===== src/rtl/qmap_pkg.sv =====
package qmap_pkg;

  typedef enum logic [1:0] {
    PH_IDLE = 2'd0,
    PH_LEAD = 2'd1,
    PH_RUN  = 2'd2
  } phase_t;

  // Strobes from control to datapath, valid in the cycle a bin is processed
  typedef struct packed {
    logic binActive;  // a bin of a symbol is being produced
    logic dataBin;    // this bin belongs to a data group
    logic underflow;  // current symbol started short of points
  } ctrlStrobes_t;

endpackage


===== src/rtl/qmap_ctrl.sv =====
module qmap_ctrl
  import qmap_pkg::*;
#(
  parameter int NFFT       = 512,
  parameter int GRP        = 150,
  parameter int START_LEAD = 3,
  parameter int LEVEL_W    = 9
) (
  input  logic               clk,
  input  logic               rstN,
  input  logic               symReq,
  input  logic [LEVEL_W-1:0] level,
  output ctrlStrobes_t       strb,
  output logic               fftStart
);

  localparam int BIN_W    = $clog2(NFFT);
  localparam int DATA_PTS = 2 * GRP;
  localparam int LEAD_CYC = START_LEAD - 1;
  localparam int LEAD_W   = (LEAD_CYC > 1) ? $clog2(LEAD_CYC) : 1;
  localparam logic [BIN_W-1:0]   LAST_BIN  = BIN_W'(NFFT - 1);
  localparam logic [BIN_W-1:0]   UPPER_END = BIN_W'(GRP);
  localparam logic [BIN_W-1:0]   LOWER_BEG = BIN_W'(NFFT - GRP);
  localparam logic [LEAD_W-1:0]  LEAD_END  = LEAD_W'(LEAD_CYC - 1);
  localparam logic [LEVEL_W-1:0] FULL_LVL  = LEVEL_W'(DATA_PTS);

  phase_t            phase;
  logic [BIN_W-1:0]  binIdx;
  logic [LEAD_W-1:0] leadCnt;
  logic              symUnder;
  logic              lastBin;
  logic              inData;

  assign lastBin = (phase == PH_RUN) && (binIdx == LAST_BIN);
  assign inData  = ((binIdx != '0) && (binIdx <= UPPER_END)) || (binIdx >= LOWER_BEG);

  always_ff @(posedge clk) begin
    if (!rstN) begin
      phase    <= PH_IDLE;
      binIdx   <= '0;
      leadCnt  <= '0;
      symUnder <= 1'b0;
    end else begin
      unique case (phase)
        PH_IDLE: begin
          if (symReq) begin
            phase   <= PH_LEAD;
            leadCnt <= '0;
          end
        end
        PH_LEAD: begin
          if (leadCnt == LEAD_END) begin
            phase    <= PH_RUN;
            binIdx   <= '0;
            symUnder <= (level < FULL_LVL);
          end else begin
            leadCnt <= leadCnt + 1'b1;
          end
        end
        PH_RUN: begin
          if (binIdx == LAST_BIN) begin
            phase   <= symReq ? PH_LEAD : PH_IDLE;
            leadCnt <= '0;
          end else begin
            binIdx <= binIdx + 1'b1;
          end
        end
        default: phase <= PH_IDLE;
      endcase
    end
  end

  assign fftStart       = (phase == PH_LEAD) && (leadCnt == '0);
  assign strb.binActive = (phase == PH_RUN);
  assign strb.dataBin   = (phase == PH_RUN) && inData;
  assign strb.underflow = symUnder;

  // the start pulse lasts one cycle
  a_r3_start_single: assert property (@(posedge clk) disable iff (!rstN)
    fftStart |=> !fftStart);

  // bins advance by one without gaps inside a symbol
  a_r4_bin_step: assert property (@(posedge clk) disable iff (!rstN)
    (phase == PH_RUN && !lastBin) |=> (phase == PH_RUN && binIdx == $past(binIdx) + 1'b1));

  // no start pulse while a symbol is mid-way
  a_r7_no_mid_start: assert property (@(posedge clk) disable iff (!rstN)
    (phase == PH_RUN && !lastBin) |=> !fftStart);

endmodule


===== src/rtl/qmap_datapath.sv =====
module qmap_datapath
  import qmap_pkg::*;
#(
  parameter int DEPTH    = 300,
  parameter int SAMPLE_W = 16,
  parameter int AMP      = 5793,
  parameter int LEVEL_W  = 9
) (
  input  logic                       clk,
  input  logic                       rstN,
  input  logic                       bitIn,
  input  logic                       bitValid,
  output logic                       bitReady,
  input  ctrlStrobes_t               strb,
  output logic [LEVEL_W-1:0]         level,
  output logic signed [SAMPLE_W-1:0] outI,
  output logic signed [SAMPLE_W-1:0] outQ,
  output logic                       outValid,
  output logic                       outUnderflow
);

  localparam int PTR_W = (DEPTH > 1) ? $clog2(DEPTH) : 1;
  localparam logic [PTR_W-1:0]   PTR_LAST = PTR_W'(DEPTH - 1);
  localparam logic [LEVEL_W-1:0] DEPTH_L  = LEVEL_W'(DEPTH);
  localparam logic signed [SAMPLE_W-1:0] POS_A = SAMPLE_W'(AMP);
  localparam logic signed [SAMPLE_W-1:0] NEG_A = SAMPLE_W'(-AMP);

  logic [1:0]       mem [DEPTH];
  logic [PTR_W-1:0] wrPtr, rdPtr;
  logic             haveFirst, firstBit;
  logic             accept, push, pop;
  logic [1:0]       rdCode;

  assign bitReady = (level < DEPTH_L);
  assign accept   = bitValid && bitReady;
  assign push     = accept && haveFirst;
  assign pop      = strb.dataBin && (level != '0);
  assign rdCode   = mem[rdPtr];

  always_ff @(posedge clk) begin
    if (push) mem[wrPtr] <= {firstBit, bitIn};
  end

  always_ff @(posedge clk) begin
    if (!rstN) begin
      haveFirst <= 1'b0;
      firstBit  <= 1'b0;
      wrPtr     <= '0;
      rdPtr     <= '0;
      level     <= '0;
    end else begin
      if (accept) begin
        haveFirst <= !haveFirst;
        if (!haveFirst) firstBit <= bitIn;
      end
      if (push) wrPtr <= (wrPtr == PTR_LAST) ? '0 : wrPtr + 1'b1;
      if (pop)  rdPtr <= (rdPtr == PTR_LAST) ? '0 : rdPtr + 1'b1;
      unique case ({push, pop})
        2'b10:   level <= level + 1'b1;
        2'b01:   level <= level - 1'b1;
        default: level <= level;
      endcase
    end
  end

  always_ff @(posedge clk) begin
    if (!rstN) begin
      outI         <= '0;
      outQ         <= '0;
      outValid     <= 1'b0;
      outUnderflow <= 1'b0;
    end else begin
      outValid     <= strb.binActive;
      outUnderflow <= strb.binActive && strb.underflow;
      if (pop) begin
        outI <= rdCode[1] ? NEG_A : POS_A;
        outQ <= rdCode[0] ? NEG_A : POS_A;
      end else begin
        outI <= '0;
        outQ <= '0;
      end
    end
  end

  // the buffer never holds more than one symbol of points
  a_r5_no_overflow: assert property (@(posedge clk) disable iff (!rstN)
    level <= DEPTH_L);

  // a non-data bin comes out as zero
  a_r2_null_bin: assert property (@(posedge clk) disable iff (!rstN)
    (strb.binActive && !strb.dataBin) |=> (outValid && outI == '0 && outQ == '0));

  // an empty buffer yields a zero data bin
  a_r6_empty_zero: assert property (@(posedge clk) disable iff (!rstN)
    (strb.dataBin && level == '0) |=> (outI == '0 && outQ == '0));

  // a nonzero sample always has the constellation magnitude
  a_r1_amplitude: assert property (@(posedge clk) disable iff (!rstN)
    (outValid && outI != '0) |-> ((outI == POS_A || outI == NEG_A) &&
                                  (outQ == POS_A || outQ == NEG_A)));

endmodule


===== src/rtl/qpsk_bin_mapper.sv =====
module qpsk_bin_mapper
  import qmap_pkg::*;
#(
  parameter int NFFT       = 512,
  parameter int GRP        = 150,
  parameter int START_LEAD = 3,
  parameter int SAMPLE_W   = 16,
  parameter int AMP        = 5793
) (
  input  logic                       clk,
  input  logic                       rstN,
  input  logic                       bitIn,
  input  logic                       bitValid,
  output logic                       bitReady,
  input  logic                       symReq,
  output logic signed [SAMPLE_W-1:0] outI,
  output logic signed [SAMPLE_W-1:0] outQ,
  output logic                       outValid,
  output logic                       outUnderflow,
  output logic                       fftStart
);

  localparam int DATA_PTS = 2 * GRP;
  localparam int LEVEL_W  = $clog2(DATA_PTS + 1);

  ctrlStrobes_t       strb;
  logic [LEVEL_W-1:0] level;

  qmap_ctrl #(
    .NFFT(NFFT), .GRP(GRP), .START_LEAD(START_LEAD), .LEVEL_W(LEVEL_W)
  ) uCtrl (
    .clk(clk), .rstN(rstN), .symReq(symReq), .level(level),
    .strb(strb), .fftStart(fftStart)
  );

  qmap_datapath #(
    .DEPTH(DATA_PTS), .SAMPLE_W(SAMPLE_W), .AMP(AMP), .LEVEL_W(LEVEL_W)
  ) uData (
    .clk(clk), .rstN(rstN), .bitIn(bitIn), .bitValid(bitValid),
    .bitReady(bitReady), .strb(strb), .level(level),
    .outI(outI), .outQ(outQ), .outValid(outValid), .outUnderflow(outUnderflow)
  );

endmodule


===== config.mk =====
export PLATFORM = sky130hd
export DESIGN_NAME = qpsk_bin_mapper
export DESIGN_NICKNAME = d
export VERILOG_FILES = /design/src/rtl/qmap_pkg.sv /design/src/rtl/qmap_ctrl.sv /design/src/rtl/qmap_datapath.sv /design/src/rtl/qpsk_bin_mapper.sv
export SDC_FILE = /design/constraint.sdc
export NUM_CORES = 1
export LEC_CHECK = 0
export BUFFER_PORTS_ARGS = -buffer_cell sky130_fd_sc_hd__clkbuf_2
export CAP_MARGIN = 40
export CORE_UTILIZATION = 53
export CTS_BUF_LIST = sky130_fd_sc_hd__clkbuf_2 sky130_fd_sc_hd__clkbuf_4 sky130_fd_sc_hd__clkbuf_8
export DETAILED_ROUTE_END_ITERATION = 16
export GPL_TIMING_DRIVEN = 0
export PLACE_DENSITY_LB_ADDON = 0.25
export SLEW_MARGIN = 20
export SYNTH_ARGS = -nofsm -noshare
export SYNTH_HDL_FRONTEND = slang
export SYNTH_SLANG_ARGS = --single-unit

===== constraint.sdc =====
create_clock -name clk -period 13.3 [get_ports clk]
set_input_delay 1.995 -clock clk [delete_from_list [all_inputs] [get_ports clk]]
set_output_delay 1.995 -clock clk [all_outputs]
set_load 0.005 [all_outputs]

# Word level (Yosys, flattened, before mapping)
# Memory sizes are Yosys's and may differ from the RTL's. A register that Yosys moved wholly into a read port is not among the register bits.
# Index checks and enable logic that the tools add are counted.
[totals]
ff_bits = 76
ram_bits = 600
out_inout_bits = 36
memories = 1
[classes]
addsub = 6
magnitude_cmp = 3
n_eq_ne = 11
n_mux = 21
bitwise = 2
reduce_logical = 21
[mem_list]
columns = ["memory", "depth", "word_bits", "read_ports", "rd_ports_with_merged_regs", "wr", "line_no", "source"]
rows = [
  ["uData.mem", 300, 2, 1, 1, 1, "qmap_datapath.sv:28", "logic [1:0] mem [DEPTH];"],
]
[op_table]
columns = ["op", "count"]
rows = [
  ["$mux W9", 6],
  ["$add A9 B1 Y9 const B", 4],
  ["$pmux W9 S2", 2],
  ["$mux W16", 2],
  ["$eq A9 B9 Y1 const B", 3],
  ["$reduce_bool A9 Y1", 2],
  ["$ge A9 B9 Y1 const B", 1],
  ["$le A9 B8 Y1 const B", 1],
  ["$lt A9 B9 Y1 const B", 1],
  ["$reduce_and A3 Y1", 3],
  ["$sub A9 B1 Y9 const B", 1],
  ["$logic_and A1 B1 Y1", 7],
  ["$mux W1", 6],
  ["$mux W2", 3],
  ["$ne A2 B2 Y1 const B", 3],
  ["$pmux W2 S3", 1],
  ["$reduce_and A2 Y1", 3],
  ["$eq A2 B1 Y1 const B", 2],
  ["$eq A2 B2 Y1 const B", 2],
  ["$reduce_bool A2 Y1", 2],
  ["$pmux W1 S3", 1],
  ["$reduce_bool A3 Y1", 1],
  ["$logic_not A2 Y1", 1],
  ["$ne A2 B1 Y1 const B", 1],
  ["4 further kinds", 5],
]

# Longest topological paths before layout
# Gate-level depths: netlist of run 1.
[logic_depth]
ltp_word = 7
ltp_mapped = 18
depth_no_buf = 17

# By module
# From an unflattened synthesis of run 1, not the netlist that was laid out.
[unflattened]
cells_unflattened = 1692
area_unflattened_um2 = 27476.4
[by_module_without_submodules]
columns = ["module", "n_inst", "cells_each", "area_each_um2", "seq_area_each_um2"]
rows = [
  ["qmap_datapath", 1, 1594, 26621.8, 18918.1],
  ["qmap_ctrl", 1, 98, 854.6, 260.2],
]

# Worst setup path before layout of run 1
# No wires, ideal clock.
[synth_path]
kind = "register to register"
start = "reg uData.firstBit"
end = "mem uData.mem[0][1] (data pin)"
arrival_time_ns = 3.928
required_ns = 12.333
path_slack_ns = 8.405
path_stages_with_launch = 1
path_buffers = 0
synth_period_minus_slack_ns = 4.895
path_cell_list = "dfxtp_1"
[synth_lines]
columns = ["item", "line_no", "source"]
rows = [
  ["start: declaration", "qmap_datapath.sv:30", "logic haveFirst, firstBit;"],
  ["start signal: assignment", "qmap_datapath.sv:54", "if (!haveFirst) firstBit <= bitIn;"],
  ["end: declaration", "qmap_datapath.sv:28", ""],
]
# Straight into the memory's write port.

# Worst setup path in the final report of run 1
[layout_path]
start = "reg uCtrl.binIdx[0]"
end = "reg uData.level[6]"
[layout_via]
elab_chain_cells = 7
word_cells_on_any_way = 11
classes_between = "2 x order compare; 2 x eq/ne; 1 x mux; 6 x reduce/logical"
[layout_rtl]
columns = ["item", "line_no", "source"]
rows = [
  ["start: declaration", "qmap_ctrl.sv:28", "logic [BIN_W-1:0] binIdx;"],
  ["start signal: assignment", "qmap_ctrl.sv:65", "binIdx <= binIdx + 1'b1;"],
  ["$le A9 B8 Y1 / $reduce_bool A9 Y1 (equally long branches)", "qmap_ctrl.sv:35", "assign inData = ((binIdx != '0) && (binIdx <= UPPER_END)) || (binIdx >= LOWER_BEG);"],
  ["$logic_and A1 B1 Y1", "qmap_ctrl.sv:35", ""],
  ["$logic_or A1 B1 Y1 *", "qmap_ctrl.sv:35", ""],
  ["$logic_and A1 B1 Y1 *", "qmap_ctrl.sv:75", "assign strb.dataBin = (phase == PH_RUN) && inData;"],
  ["$logic_and A1 B1 Y1 *", "qmap_datapath.sv:37", "assign pop = strb.dataBin && (level != '0);"],
  ["$eq A2 B1 Y1 / $eq A2 B2 Y1 (equally long branches)", "qmap_datapath.sv:58", "unique case ({push, pop})"],
  ["$pmux W9 S2 / $reduce_bool A2 Y1 (equally long branches)", "--", ""],
  ["end signal: assignment", "qmap_datapath.sv:59", "2'b10: level <= level + 1'b1;"],
  ["end signal: assignment", "qmap_datapath.sv:60", "2'b01: level <= level - 1'b1;"],
  ["end signal: assignment", "qmap_datapath.sv:61", "default: level <= level;"],
  ["end: declaration", "qmap_datapath.sv:15", "output logic [LEVEL_W-1:0] level,"],
]
# Every way passes the cells marked *; elsewhere a longest branch is shown, timed or not.
# A chain may end at the register's enable or synchronous reset.

==> out/summary.json, run 1 <==
{
  "worst_slack_ns": 8.490,
  "design_power_total_mw": 4.060,
  "pin_slew_with_the_least_headroom_to_its_limit_ns": 0.8917,
  "post-place-cells": 2440,
  "pwr_density_cell_nw_per_um2": 131.6,
  "global_route_overflow": 0,
  "clock_tree_from_tritoncts": "yes",
  "antenna_cells_inserted": 0,
  "timing.final.crit_period_ns": 4.810,
  "maximum_number_of_pins_on_one_net_before_global_route_repair": 129,
  "final-hold-violation-count": 0,
  "dpl.hpwl_mm": 47.53,
  "die_boundary_width_um": 229.0,
  "vdd_ir_drop_max_uv": 71.86,
  "period_utilisation_layout_pct": 36.17,
  "pin_count": 41,
  "yosys_warnings": 0,
  "timing.max_cap.violations": 0,
  "numClockSinks": 658,
  "worst_slack_at_placement_ns": 7.931,
  "cp.arrival_ns": 5.42,
  "synthesized_netlist_cell_count": 1703,
  "worst_clk_skew_ns": 0.02562,
  "holdCritPathClass": "reg2reg",
  "layout.nets": 1898,
  "p_leak_nw": 9.450,
  "die_height_um": 229.0,
  "fin_setup_tns_ns": 0,
  "synth.cell_area_um2": 27310,
  "number_of_hold_repair_buffers_added_at_the_cts_stage": 0,
  "timing_worst_setup_path_type": "reg2reg",
  "yosysTopAreaCell": "sky130_fd_sc_hd__edfxtp_1",
  "grt_pass1_vias": 16260,
  "instances_no_fill": 2634,
  "path_clk_slew_ns": 0.06,
  "wl_per_cell_um": 27.41,
  "rsz0062_at_grt": "false",
  "worst_skew_pair.late_latency_ns": 0.69,
  "setup.worst_path.end_class": "flop",
  "synth.avg_cell_area_um2": 16.04,
  "number_of_antenna_violations_at_the_first_check_in_global_routing": 0,
  "layout_cells_sized_above_1_pct": 23.75,
  "drc": 0,
  "fmax_mhz": 207.9,
  "timing.critical_path.from_type": "flop",
  "bufs_on_longest_clock_path": 3,
  "dieArea_um2": 52440,
  "final.fill_count": 3724,
  "rows": 82,
  "final-seq-area_um2": 19180,
  "synth_area_leaders": "sky130_fd_sc_hd__edfxtp_1 (66%), sky130_fd_sc_hd__mux4_2 (12%), sky130_fd_sc_hd__nor2_1 (4.8%), sky130_fd_sc_hd__dfxtp_1 (4.3%), sky130_fd_sc_hd__mux2i_1 (1.1%)",
  "ys_async_sr_fraction_pct": 0,
  "worst-endpoint-required_ns": 13.91,
  "finalSetupViolCount": 0,
  "detailroute.via_count": 16330,
  "synth_seq_area_share_pct": 70.22,
  "slew_violations": 0,
  "slew_headroom_pct": 39.80,
  "utilization_after_layout_pct": 61.12,
  "cts-resized-gates": 0,
  "grt_pass1_wl_mm": 105.1,
  "core_um2": 50480,
  "synth_top_flop_cell": "sky130_fd_sc_hd__edfxtp_1",
  "run_status": "complete, no violations",
  "cts_post_setup_buffers_inserted": 0,
  "synth_cell_types": 65,
  "root_buffer_cell": "sky130_fd_sc_hd__clkbuf_8",
  "yosys_top_cell_area_share_pct": 65.97,
  "ys_ff_latch": 658,
  "route.antenna.remaining_nets": 0,
  "vias_per_cell": 6.199,
  "number_of_nets_in_the_synthesized_netlist": 1724,
  "number_of_detailed_routing_iterations_run_before_antenna_repair": 6,
  "synth-edff-count": 600,
  "gpl.final_weighted_congestion": 0.9525,
  "totalWireLength_mm": 72.21,
  "port_buffers": 40,
  "multiInputGateArea_um2": 7413,
  "worst-path-max-fanout": 10,
  "clock_tree.htree_level_count": 3,
  "cts_buffers": 104,
  "drt_iter0_markers": 2261,
  "all_layer_global_routing_usage_pct": 27.94,
  "floorplan.initialDensity_pct": 54.10,
  "layout-area-overhead-vs-synth_pct": 12.96
}
[stage by stage]
step                      cell area (um^2)  hold WS, ns
after global placement               28350       0.4879
after detailed placement             28740       0.4956
after global routing                 30850       0.5394
after CTS                            30820       0.5022
after floorplan                      27310       0.4604
final                                30850       0.4988
[state kept, by name (all words and copies together), names as in the netlist, 2 cells and up, named ones only]
signal and cells:
uData.mem 600, uData.wrPtr 9, uData.outI 2, uData.outQ 3, uCtrl.binIdx 9, uData.rdPtr 9
uCtrl.phase 2, uData.level 9
[cell type report]
cell class / count / share of cell area [%]
plain buffers: 128 / 2.117
clock buffers: 145 / 5.820
clock inverters: 46 / 0.9247
inverters: 19 / 0.2312
multi-input cells: 898 / 24.03
flip-flops and latches: 658 / 62.18
well taps: 672 / 2.725
repair buffers: 68 / 1.975
[cell usage in the layout (no fill, tap or decap), types with 20 or more instances in the layout]
| master | n |
|---|---|
| sky130_fd_sc_hd__mux4_2 | 151 |
| sky130_fd_sc_hd__clkbuf_4 | 32 |
| sky130_fd_sc_hd__edfxtp_1 | 600 |
| sky130_fd_sc_hd__xnor2_1 | 20 |
| sky130_fd_sc_hd__a21oi_1 | 37 |
| sky130_fd_sc_hd__nor2_1 | 351 |
| sky130_fd_sc_hd__buf_2 | 24 |
| sky130_fd_sc_hd__nand2_1 | 69 |
| sky130_fd_sc_hd__dfxtp_1 | 57 |
| sky130_fd_sc_hd__clkbuf_8 | 114 |
| sky130_fd_sc_hd__buf_4 | 33 |
| sky130_fd_sc_hd__mux2i_1 | 30 |
| sky130_fd_sc_hd__clkbuf_1 | 58 |
| sky130_fd_sc_hd__a22oi_1 | 35 |
| sky130_fd_sc_hd__clkbuf_2 | 41 |
| sky130_fd_sc_hd__clkinv_1 | 22 |
[worst paths after layout]
path | slack [ns] | cells past startpoint | to | from
hold reg to reg | 0.50 | 2 | uCtrl.symUnder | uCtrl.symUnder
setup reg to reg | 8.49 | 17 | uData.level[6] | uCtrl.binIdx[0]
hold / removal | 0.50 | 2 | uCtrl.symUnder | uCtrl.symUnder
setup / recovery | 8.49 | 17 | uData.level[6] | uCtrl.binIdx[0]
[synthesized netlist by cell type (9+ instances only)]
library cell	number
sky130_fd_sc_hd__mux4_2	151
sky130_fd_sc_hd__nor3_1	9
sky130_fd_sc_hd__dfxtp_1	58
sky130_fd_sc_hd__a21oi_1	37
sky130_fd_sc_hd__nand4_1	9
sky130_fd_sc_hd__buf_2	22
sky130_fd_sc_hd__o21ai_0	16
sky130_fd_sc_hd__nand3_1	16
sky130_fd_sc_hd__ha_1	16
sky130_fd_sc_hd__nor2_1	352
sky130_fd_sc_hd__nand2_1	69
sky130_fd_sc_hd__nor2b_1	11
sky130_fd_sc_hd__clkbuf_1	60
sky130_fd_sc_hd__nand2b_1	10
sky130_fd_sc_hd__inv_1	18
sky130_fd_sc_hd__edfxtp_1	600
sky130_fd_sc_hd__a22oi_1	35
sky130_fd_sc_hd__and2_1	9
sky130_fd_sc_hd__xnor2_1	20
sky130_fd_sc_hd__mux2i_1	30
sky130_fd_sc_hd__and3_1	9
sky130_fd_sc_hd__xor2_1	11
sky130_fd_sc_hd__buf_4	32
sky130_fd_sc_hd__buf_1	11
[critical path, stage by stage (launching register included)]
cell and delay (ns):
sky130_fd_sc_hd__dfxtp_1 0.39, sky130_fd_sc_hd__inv_1 0.08, sky130_fd_sc_hd__ha_1 0.19, sky130_fd_sc_hd__or4b_2 0.63, sky130_fd_sc_hd__a21oi_1 0.17, sky130_fd_sc_hd__o21ai_0 0.10, sky130_fd_sc_hd__a21oi_2 0.36, sky130_fd_sc_hd__nor2_1 0.21
sky130_fd_sc_hd__ha_1 0.32, sky130_fd_sc_hd__clkbuf_1 0.29, sky130_fd_sc_hd__xor2_1 0.22, sky130_fd_sc_hd__ha_1 0.21, sky130_fd_sc_hd__a21oi_1 0.24, sky130_fd_sc_hd__o21ai_0 0.14, sky130_fd_sc_hd__a221oi_1 0.57, sky130_fd_sc_hd__a32oi_1 0.19
sky130_fd_sc_hd__a21oi_1 0.23, sky130_fd_sc_hd__mux2i_1 0.21
[logic make-up after synthesis]
group,share of synthesized area [%]
xor+xnor,0.9941
simple gates,8.352
fa+ha+maj,0.7330
buf+inv,2.643
compound gates,3.381
flops,70.22
mux,13.68
[per-layer routing]
layer	share of wire [%]	GRT usage [%]	vias up
met5	0.079	0.7353	-
met2	47	43.98	980
met1	38	37.97	8313
met4	3.9	11.71	2
met3	11	6.063	152
li1	-	-	6881
[where the power goes]
group          internal (mW)  total (mW)  switching [mW]
Sequential              2.26        2.27         0.00589
Clock                  0.929        1.72           0.788
Combinational         0.0196      0.0759          0.0563
(Power assumes the default switching activity.)
==> run 2: changes to the inputs <==
--- a/config.mk
+++ b/config.mk
@@ -5,6 +5,7 @@
 export SDC_FILE = /design/constraint.sdc
 export NUM_CORES = 1
 export LEC_CHECK = 0
+export ABC_AREA = 1
 export BUFFER_PORTS_ARGS = -buffer_cell sky130_fd_sc_hd__clkbuf_2
 export CAP_MARGIN = 40
 export CORE_UTILIZATION = 53
==> constraint.sdc (replaced) <==
create_clock -name clk -period 4.42 [get_ports clk]
set_input_delay 0.663 -clock clk [delete_from_list [all_inputs] [get_ports clk]]
set_output_delay 0.663 -clock clk [all_outputs]
set_load 0.005 [all_outputs]
==> run 2 against run 1 <==
Net effect:
- cell count is 38% higher
- clock power grew to 3.1 times the previous value
- sequential share of layout area decreased by 2.2 points
- final area grew 3.6%
- utilization shrank 0.66 points
- largest power group unchanged
==> out/summary.json, run 2 <==
{
  "run_status": "complete, no violations",
  "die_boundary_width": {"value": 234.1, "unit": "um", "change": "+2.2%"},
  "leading_cell_type_in_the_layout_fill_and_taps_excluded": "sky130_fd_sc_hd__nand2_1",
  "reg2regPathDepth": {"value": 24, "change": "+7"},
  "dpl_cell_area": {"value": 29850, "unit": "um^2", "change": "+3.9%"},
  "grt_pass1_vias": {"value": 21310, "change": "+31%"},
  "number_of_antenna_violations_at_the_first_check_in_global_routing": {"value": 0, "change": "unchanged"},
  "period_utilisation_layout": {"value": 78.68, "unit": "%", "change": "+43 points"},
  "detailroute.via_count": {"value": 22650, "change": "+39%"},
  "vdd_ir_drop_max": {"value": 269.9, "unit": "uV", "change": "+280%"},
  "cts_buffers": {"value": 102, "change": "-1.9%"},
  "timing.reg2reg.setup_slack": {"value": 0.94, "unit": "ns", "change": "-7.55 ns"},
  "min_path_cells": {"value": 4, "change": "+2"},
  "clock_tree.htree_level_count": {"value": 3, "change": "unchanged"},
  "fmax": {"value": 287.5, "unit": "MHz", "change": "+38%"},
  "yosys_warnings": {"value": 0, "change": "unchanged"},
  "fin_area": {"value": 31960, "unit": "um^2", "change": "+3.6%"},
  "synth_cell_types": {"value": 44, "change": "-32%"},
  "core": {"value": 52870, "unit": "um^2", "change": "+4.7%"},
  "utilization_after_layout": {"value": 60.46, "unit": "%", "change": "-0.66 points"},
  "timing.max_cap.violations": {"value": 0, "change": "unchanged"},
  "route.antenna.remaining_nets": {"value": 0, "change": "unchanged"},
  "ys_top_cells_by_count": "sky130_fd_sc_hd__nand2_1 (618), sky130_fd_sc_hd__edfxtp_1 (600), sky130_fd_sc_hd__nand3_1 (525)",
  "cp.arrival": {"value": 4.07, "unit": "ns", "change": "-1.35 ns"},
  "rsz0062_at_grt": "false",
  "finalSetupViolCount": {"value": 0, "change": "unchanged"},
  "synth.cell_area": {"value": 28560, "unit": "um^2", "change": "+4.6%"},
  "number_of_flip_flops_in_the_largest_register": {"value": 600, "change": "unchanged"},
  "root_buffer_cell": "sky130_fd_sc_hd__clkbuf_8",
  "yosys_top_cell_area_share": {"value": 63.09, "unit": "%", "change": "-2.9 points"},
  "holdCritPathClass": "in2reg",
  "synth.avg_cell_area": {"value": 10.52, "unit": "um^2", "change": "-34%"},
  "wl_per_cell": {"value": 25.83, "unit": "um", "change": "-5.8%"},
  "synthesized_netlist_cell_count": {"value": 2715, "change": "+59%"},
  "all_layer_global_routing_usage": {"value": 34.76, "unit": "%", "change": "+6.8 points"},
  "critical_path.reg2reg.startpoint": "uCtrl.binIdx[0]",
  "layout-area-overhead-vs-synth_pct": 11.91,
  "cts-resized-gates": {"value": 0, "change": "unchanged"},
  "timing.rr.end": "uData.level[6]",
  "ys_ff_latch": {"value": 658, "change": "unchanged"},
  "maximum_number_of_pins_on_one_net_before_global_route_repair": {"value": 123, "change": "-4.7%"},
  "synth-edff-count": {"value": 600, "change": "unchanged"},
  "drt_iter0_markers": {"value": 3732, "change": "+65%"},
  "hold_crit_start": "bitValid",
  "vias_per_cell": {"value": 6.218, "change": "+0.31%"},
  "worst-path-max-fanout": {"value": 10, "change": "unchanged"},
  "setup.worst_path.end_class": "flop",
  "synth_top_flop_cell": "sky130_fd_sc_hd__edfxtp_1",
  "design_power_total": {"value": 12.84, "unit": "mW", "change": "+220%"},
  "ys_async_sr_fraction": {"value": 0, "unit": "%", "change": "unchanged"},
  "numClockSinks": {"value": 658, "change": "unchanged"},
  "number_of_hold_repair_buffers_added_at_the_cts_stage": {"value": 0, "change": "unchanged"},
  "port_buffers": {"value": 40, "change": "unchanged"},
  "grt_pass1_wl": {"value": 136.0, "unit": "mm", "change": "+29%"},
  "dieArea": {"value": 54820, "unit": "um^2", "change": "+4.5%"},
  "commonest_cells_after_routing_fill_and_taps_aside": "sky130_fd_sc_hd__nand2_1 (618), sky130_fd_sc_hd__edfxtp_1 (600), sky130_fd_sc_hd__nand3_1 (525), sky130_fd_sc_hd__nor2_1 (387)",
  "yosysTopAreaCell": "sky130_fd_sc_hd__edfxtp_1",
  "worst_clk_skew": {"value": 0.03727, "unit": "ns", "change": "+0.01165 ns"},
  "dpl.hpwl": {"value": 60.59, "unit": "mm", "change": "+27%"},
  "clock_tree_from_tritoncts": "yes",
  "layout.nets": {"value": 2895, "change": "+53%"},
  "pwr_density_cell": {"value": 401.7, "unit": "nW/um^2", "change": "+210%"},
  "largest_register": "uData.mem",
  "number_of_detailed_routing_iterations_run_before_antenna_repair": {"value": 6, "change": "unchanged"},
  "synth_seq_area_share": {"value": 67.15, "unit": "%", "change": "-3.1 points"},
  "timing_worst_setup_path_type": "reg2reg",
  "p_leak": {"value": 11.45, "unit": "nW", "change": "+21%"},
  "synth_area_leaders": "sky130_fd_sc_hd__edfxtp_1 (63%), sky130_fd_sc_hd__nand3_1 (9.2%), sky130_fd_sc_hd__nand2_1 (8.1%), sky130_fd_sc_hd__nor2_1 (5.1%), sky130_fd_sc_hd__dfxtp_1 (4.1%)",
  "pin_count": {"value": 41, "change": "unchanged"},
  "pin_slew_with_the_least_headroom_to_its_limit": {"value": 0.9871, "unit": "ns", "change": "+0.09532 ns"},
  "floorplan.initialDensity": {"value": 54.02, "unit": "%", "change": "-0.084 points"},
  "worst-endpoint-required": {"value": 5.01, "unit": "ns", "change": "-8.90 ns"},
  "synthMostInstantiatedCell": "sky130_fd_sc_hd__nand2_1",
  "cts_post_setup_buffers_inserted": {"value": 0, "change": "unchanged"},
  "path_clk_slew": {"value": 0.06, "unit": "ns", "change": "about the same"},
  "bufs_on_longest_clock_path": {"value": 3, "change": "unchanged"},
  "die_height": {"value": 234.1, "unit": "um", "change": "+2.2%"},
  "gpl.final_weighted_congestion": {"value": 1.017, "change": "+6.8%"},
  "worst_skew_pair.late_latency": {"value": 0.73, "unit": "ns", "change": "+0.04 ns"},
  "timing.critical_path.from_type": "flop",
  "totalWireLength": {"value": 94.10, "unit": "mm", "change": "+30%"},
  "number_of_nets_in_the_synthesized_netlist": {"value": 2736, "change": "+59%"},
  "antenna_cells_inserted": {"value": 0, "change": "unchanged"},
  "final-hold-violation-count": {"value": 0, "change": "unchanged"},
  "slew_violations": {"value": 0, "change": "unchanged"},
  "drc": {"value": 0, "change": "unchanged"},
  "timing.final.crit_period": {"value": 3.478, "unit": "ns", "change": "-1.332 ns"},
  "slew_headroom": {"value": 34.20, "unit": "%", "change": "-5.6 points"},
  "global_route_overflow": {"value": 0, "change": "unchanged"},
  "rows": {"value": 84, "change": "+2.4%"},
  "worst_hold_path.endpoint": "uData.haveFirst",
  "layout_cells_sized_above_1": {"value": 13.67, "unit": "%", "change": "-10 points"}
}
-- run 2: changes by cell type after synthesis, moves of 13 or more --
| cell | change |
|---|---|
| sky130_fd_sc_hd__a22oi_1 | -35 |
| sky130_fd_sc_hd__buf_2 | +85 |
| sky130_fd_sc_hd__clkbuf_1 | -15 |
| sky130_fd_sc_hd__inv_1 | +47 |
| sky130_fd_sc_hd__mux2i_1 | -30 |
| sky130_fd_sc_hd__mux4_2 | -151 |
| sky130_fd_sc_hd__nand2_1 | +549 |
| sky130_fd_sc_hd__nand3_1 | +509 |
| sky130_fd_sc_hd__nor2_1 | +35 |
| sky130_fd_sc_hd__o21ai_0 | +45 |
| sky130_fd_sc_hd__o21ai_1 | +18 |
| sky130_fd_sc_hd__o22ai_1 | +18 |
| sky130_fd_sc_hd__xnor2_1 | -13 |
-- run 2: per-stage QoR --
step           instances  setup TNS [ns]  worst slack, ns  hold WS [ns]
2_1_floorplan       2715               0            1.461        0.4081
3_3_place_gp        3443         -582.80           -1.334        0.4413
3_5_place_dp        3455               0           0.9477        0.4488
4_1_cts             3640               0           0.9395        0.2752
5_1_grt             3643               0           0.4855        0.3240
6_report            3643               0           0.9422        0.3103
-- run 2: kinds of logic (layout without fill, tap and decap cells) --
family	after synthesis	count (layout)	share of synthesized area (%)
AO/OA/AOI/OAI	151	151	2.857
buffers and inverters	275	515	4.570
adder cells (fa/ha/maj)	16	16	0.7010
XOR/XNOR	19	19	0.5827
AND/OR/NAND/NOR	1596	1596	24.14
flip-flops	658	658	67.15
-- run 2: layout make-up --
class | count | area, um^2
inverter | 75 | 284.0
tap | 688 | 860.8
clock buffer | 147 | 1773
timing repair buffer | 55 | 450.4
fill | 4340 | 20910
clock inverter | 38 | 304.0
buffer | 200 | 1021
sequential | 658 | 19180
multi-input combinational | 1782 | 8085
-- run 2: worst max-delay path by stage --
| stage | startpoint | end | slack (ns) |
|---|---|---|---|
| 2_1_floorplan | uCtrl.binIdx[0] | uData.level[8] | 1.46 |
| 3_3_place_gp | bitIn | uData.mem[256][0] | -1.33 |
| 3_5_place_dp | uData.level[0] | uData.level[6] | 0.95 |
| 4_1_cts | uData.level[6] | uData.level[6] | 0.94 |
| 5_1_grt | uCtrl.binIdx[0] | uData.level[8] | 0.49 |
| 6_report | uCtrl.binIdx[0] | uData.level[6] | 0.94 |
-- run 2: layer usage --
metal / vias to the layer above / global-route usage (%) / part of all wire [%]
li1: 9737 / - / -
met1: 10790 / 46.88 / 36
met2: 1799 / 50.53 / 43
met3: 326 / 10.02 / 15
met4: 0 / 19.54 / 5.9
met5: - / 0 / 0
-- run 2: power breakdown --
group | switching (mW) | internal, mW | total, mW
combinational | 0.521 | 0.184 | 0.706
clock | 2.42 | 2.86 | 5.28
sequential | 0.0342 | 6.81 | 6.85
total | 2.98 | 9.86 | 12.8
-- run 2: critical path, stage by stage (launching register included) --
cell and delay (ns):
sky130_fd_sc_hd__dfxtp_1 0.33, sky130_fd_sc_hd__inv_1 0.09, sky130_fd_sc_hd__ha_1 0.20, sky130_fd_sc_hd__nor2_1 0.08, sky130_fd_sc_hd__a21oi_1 0.07, sky130_fd_sc_hd__o21ai_0 0.15
sky130_fd_sc_hd__nand2_1 0.07, sky130_fd_sc_hd__o21ai_0 0.09, sky130_fd_sc_hd__nand2_1 0.08, sky130_fd_sc_hd__nand2_1 0.16, sky130_fd_sc_hd__inv_1 0.17, sky130_fd_sc_hd__ha_1 0.22
sky130_fd_sc_hd__buf_4 0.18, sky130_fd_sc_hd__xor2_1 0.17, sky130_fd_sc_hd__ha_1 0.19, sky130_fd_sc_hd__a21oi_1 0.18, sky130_fd_sc_hd__inv_1 0.06, sky130_fd_sc_hd__nand3_1 0.09
sky130_fd_sc_hd__nand3_1 0.15, sky130_fd_sc_hd__nand2_1 0.09, sky130_fd_sc_hd__a21oi_1 0.06, sky130_fd_sc_hd__a21oi_1 0.17, sky130_fd_sc_hd__xor2_1 0.08, sky130_fd_sc_hd__o21ai_0 0.16
sky130_fd_sc_hd__inv_1 0.05
==> run 3: changes to the inputs <==
--- a/config.mk
+++ b/config.mk
@@ -5,7 +5,7 @@
 export SDC_FILE = /design/constraint.sdc
 export NUM_CORES = 1
 export LEC_CHECK = 0
-export ABC_AREA = 1
+export ABC_AREA = 0
 export BUFFER_PORTS_ARGS = -buffer_cell sky130_fd_sc_hd__clkbuf_2
 export CAP_MARGIN = 40
 export CORE_UTILIZATION = 53
==> constraint.sdc (replaced) <==
create_clock -name clk -period 3.2 [get_ports clk]
set_input_delay 0.48 -clock clk [delete_from_list [all_inputs] [get_ports clk]]
set_output_delay 0.48 -clock clk [all_outputs]
set_load 0.005 [all_outputs]
==> run 3 against run 2 <==
Net effect:
- the flow now finishes with violations (negative setup slack)
- die area fell by 4.3%
- cell count decreased by 28%
- hold slack lost 0.23 ns
==> out/summary.json, run 3 (synthesis gave the netlist of run 1 again) <==
{
  "run_status": "finished, violations left",
  "violations": "negative setup slack",
  "pin_count": {"value": 41, "change": "unchanged"},
  "worst_clk_skew": {"value": 0.03965, "unit": "ns", "change": "+0.002383 ns"},
  "number_of_flip_flops_in_the_largest_register": {"value": 600, "change": "unchanged"},
  "wl_per_cell": {"value": 27.49, "unit": "um", "change": "+6.4%"},
  "fin_setup_tns": {"value": -1.905, "unit": "ns", "change": "-1.905 ns"},
  "power_switching_share": {"value": 21.24, "unit": "%", "change": "-1.9 points"},
  "worst-path-max-fanout": {"value": 5, "change": "-5"},
  "setup.worst_path.end_class": "flop",
  "utilization_after_layout": {"value": 61.83, "unit": "%", "change": "+1.4 points"},
  "totalWireLength": {"value": 72.06, "unit": "mm", "change": "-23%"},
  "p_leak": {"value": 9.598, "unit": "nW", "change": "-16%"},
  "grt_use_met1": {"value": 37.64, "unit": "%", "change": "-9.2 points"},
  "cts_buffers": {"value": 101, "change": "-0.98%"},
  "clock_tree_from_tritoncts": "yes",
  "power.share.clock": {"value": 41.6, "unit": "%", "change": "+0.4 points"},
  "pin_slew_with_the_least_headroom_to_its_limit": {"value": 0.8920, "unit": "ns", "change": "-0.09507 ns"},
  "timing_worst_setup_path_type": "reg2reg",
  "reported_net_switching_power": {"value": 3.546, "unit": "mW", "change": "+19%"},
  "dpl.hpwl": {"value": 47.51, "unit": "mm", "change": "-22%"},
  "path_clk_slew": {"value": 0.06, "unit": "ns", "change": "about the same"},
  "worst_slack": {"value": -0.4293, "unit": "ns", "change": "-1.371 ns"},
  "use_met3": {"value": 5.939, "unit": "%", "change": "-4.1 points"},
  "die_height": {"value": 229.0, "unit": "um", "change": "-2.2%"},
  "period_utilisation_layout": {"value": 113.4, "unit": "%", "change": "+35 points"},
  "gpl.final_weighted_congestion": {"value": 0.9003, "change": "-11%"},
  "drt_iter0_markers": {"value": 1928, "change": "-48%"},
  "power.combinational.fraction": {"value": 2.0, "unit": "%", "change": "-3.5 points"},
  "dieArea": {"value": 52440, "unit": "um^2", "change": "-4.3%"},
  "drc": {"value": 0, "change": "unchanged"},
  "number_of_hold_repair_buffers_added_at_the_cts_stage": {"value": 0, "change": "unchanged"},
  "rsz0062_at_grt": "true",
  "antenna_cells_inserted": {"value": 0, "change": "unchanged"},
  "p_int": {"value": 13.15, "unit": "mW", "change": "+33%"},
  "port_buffers": {"value": 40, "change": "unchanged"},
  "route.antenna.remaining_nets": {"value": 0, "change": "unchanged"},
  "slew_headroom": {"value": 40.41, "unit": "%", "change": "+6.2 points"},
  "leading_cell_type_in_the_layout_fill_and_taps_excluded": "sky130_fd_sc_hd__edfxtp_1",
  "timing.critical_path.from_type": "flop",
  "holdCritPathClass": "in2reg",
  "clock_tree.htree_level_count": {"value": 3, "change": "unchanged"},
  "worst_skew_pair.late_latency": {"value": 0.71, "unit": "ns", "change": "-0.02 ns"},
  "global_route_overflow": {"value": 0, "change": "unchanged"},
  "all_layer_global_routing_usage": {"value": 27.93, "unit": "%", "change": "-6.8 points"},
  "cp.arrival": {"value": 4.18, "unit": "ns", "change": "+0.11 ns"},
  "bufs_on_longest_clock_path": {"value": 3, "change": "unchanged"},
  "floorplan.initialDensity": {"value": 54.10, "unit": "%", "change": "+0.084 points"},
  "number_of_detailed_routing_iterations_run_before_antenna_repair": {"value": 6, "change": "unchanged"},
  "layout.nets": {"value": 1891, "change": "-35%"},
  "vdd_ir_drop_max": {"value": 343.1, "unit": "uV", "change": "+27%"},
  "commonest_cells_after_routing_fill_and_taps_aside": "sky130_fd_sc_hd__edfxtp_1 (600), sky130_fd_sc_hd__nor2_1 (350), sky130_fd_sc_hd__mux4_2 (151), sky130_fd_sc_hd__clkbuf_8 (103), sky130_fd_sc_hd__nand2_1 (57)",
  "worst-endpoint-required": {"value": 3.75, "unit": "ns", "change": "-1.26 ns"},
  "design_power_total": {"value": 16.70, "unit": "mW", "change": "+30%"},
  "finalSetupViolCount": {"value": 32, "change": "+32"},
  "slew_violations": {"value": 0, "change": "unchanged"},
  "die_boundary_width": {"value": 229.0, "unit": "um", "change": "-2.2%"},
  "number_of_antenna_violations_at_the_first_check_in_global_routing": {"value": 2, "change": "+2"},
  "pwr_density_cell": {"value": 535.0, "unit": "nW/um^2", "change": "+33%"},
  "globalRouteMet2Util": {"value": 43.86, "unit": "%", "change": "-6.7 points"},
  "layout-area-overhead-vs-synth_pct": 14.28,
  "detailroute.via_count": {"value": 16200, "change": "-28%"},
  "final-hold-violation-count": {"value": 0, "change": "unchanged"},
  "grt_pass1_wl": {"value": 105.3, "unit": "mm", "change": "-23%"},
  "largest_register": "uData.mem",
  "fmax": {"value": 275.5, "unit": "MHz", "change": "-4.2%"},
  "power_frac_seq": {"value": 56.4, "unit": "%", "change": "+3.1 points"},
  "maximum_number_of_pins_on_one_net_before_global_route_repair": {"value": 140, "change": "+14%"},
  "timing.final.crit_period": {"value": 3.629, "unit": "ns", "change": "+0.1515 ns"},
  "layout_cells_sized_above_1": {"value": 26.78, "unit": "%", "change": "+13 points"},
  "grt_pass1_vias": {"value": 16350, "change": "-23%"},
  "vias_per_cell": {"value": 6.180, "change": "-0.60%"},
  "rows": {"value": 82, "change": "-2.4%"},
  "root_buffer_cell": "sky130_fd_sc_hd__clkbuf_8",
  "core": {"value": 50480, "unit": "um^2", "change": "-4.5%"},
  "timing.max_cap.violations": {"value": 0, "change": "unchanged"},
  "numClockSinks": {"value": 658, "change": "unchanged"},
  "grt_most_used_layer": "met2"
}
==> run 3: final timing paths <==
| path | cells after the start | start | endpoint | slack (ns) |
|---|---|---|---|---|
| min reg2reg | 1 | uCtrl.symUnder | uData.outUnderflow | 0.49 |
| min | 3 | bitValid | uData.firstBit | 0.08 |
| max | 18 | uCtrl.binIdx[0] | uData.level[8] | -0.43 |
| max reg2reg | 18 | uCtrl.binIdx[0] | uData.level[8] | -0.43 |
==> run 3: final cells by class <==
type	count	area, um^2
timing repair buffer	77	674.4
inverter	19	73.82
tap	672	840.8
clock inverter	49	347.8
clock buffer	133	1637
fill	3685	19270
buffer	115	777.0
sequential	658	19190
multi-input combinational	898	7672
==> run 3: through the flow <==
step                      hold slack [ns]  std cells  instance area [um^2]  worst slack [ns]
after floorplan                    0.4604       1703                 27370           -0.5153
after global placement             0.4789       2415                 28410            -2.119
after detailed placement           0.4811       2441                 28800           -0.8450
after CTS                         0.02350       2623                 31090           -0.3865
after global routing              0.07801       2621                 31210           -0.5576
final                             0.08089       2621                 31210           -0.4293
==> run 3: critical path, cell delays in order (launching register included) <==
cell                        delay [ns]
sky130_fd_sc_hd__dfxtp_4          0.37
sky130_fd_sc_hd__inv_4            0.04
sky130_fd_sc_hd__ha_4             0.14
sky130_fd_sc_hd__or4b_4           0.49
sky130_fd_sc_hd__a21oi_2          0.17
sky130_fd_sc_hd__o21bai_2         0.09
sky130_fd_sc_hd__a21oi_4          0.21
sky130_fd_sc_hd__nor2_4           0.07
sky130_fd_sc_hd__ha_4             0.17
sky130_fd_sc_hd__clkbuf_16        0.14
sky130_fd_sc_hd__xor2_2           0.12
sky130_fd_sc_hd__ha_2             0.21
sky130_fd_sc_hd__a21oi_4          0.05
sky130_fd_sc_hd__nor4_4           0.29
sky130_fd_sc_hd__a221oi_4         0.09
sky130_fd_sc_hd__or4b_4           0.52
sky130_fd_sc_hd__a21oi_4          0.14
sky130_fd_sc_hd__xnor2_1          0.13
sky130_fd_sc_hd__nor2_1           0.05
==> run 3: layer usage <==
layer	up-vias	wire length (um)
met5	-	11
met4	2	3051
met3	178	7366
met2	943	34250
met1	8200	27380
li1	6876	-
==> run 3: power by group through the flow <==
| stage | Sequential [mW] | Clock (mW) | Combinational [mW] |
|---|---|---|---|
| 2_1_floorplan | 9.63 | 0 | 0.121 |
| 3_3_place_gp | 9.70 | 0 | 0.221 |
| 3_5_place_dp | 9.60 | 0 | 0.313 |
| 4_1_cts | 9.42 | 7.02 | 0.321 |
| 5_1_grt | 9.42 | 7.37 | 0.359 |
| 6_report | 9.42 | 6.95 | 0.329 |
==> run 3: repair_timing <==
item | in CTS | in global routing
pin swaps | 19 | 9
setup buffers | 9 | 2
gates cloned | 0 | 0
setup endpoints to repair | 358 | 311
gates resized for setup | 83 | 44
hold endpoints to repair | 0 | 0
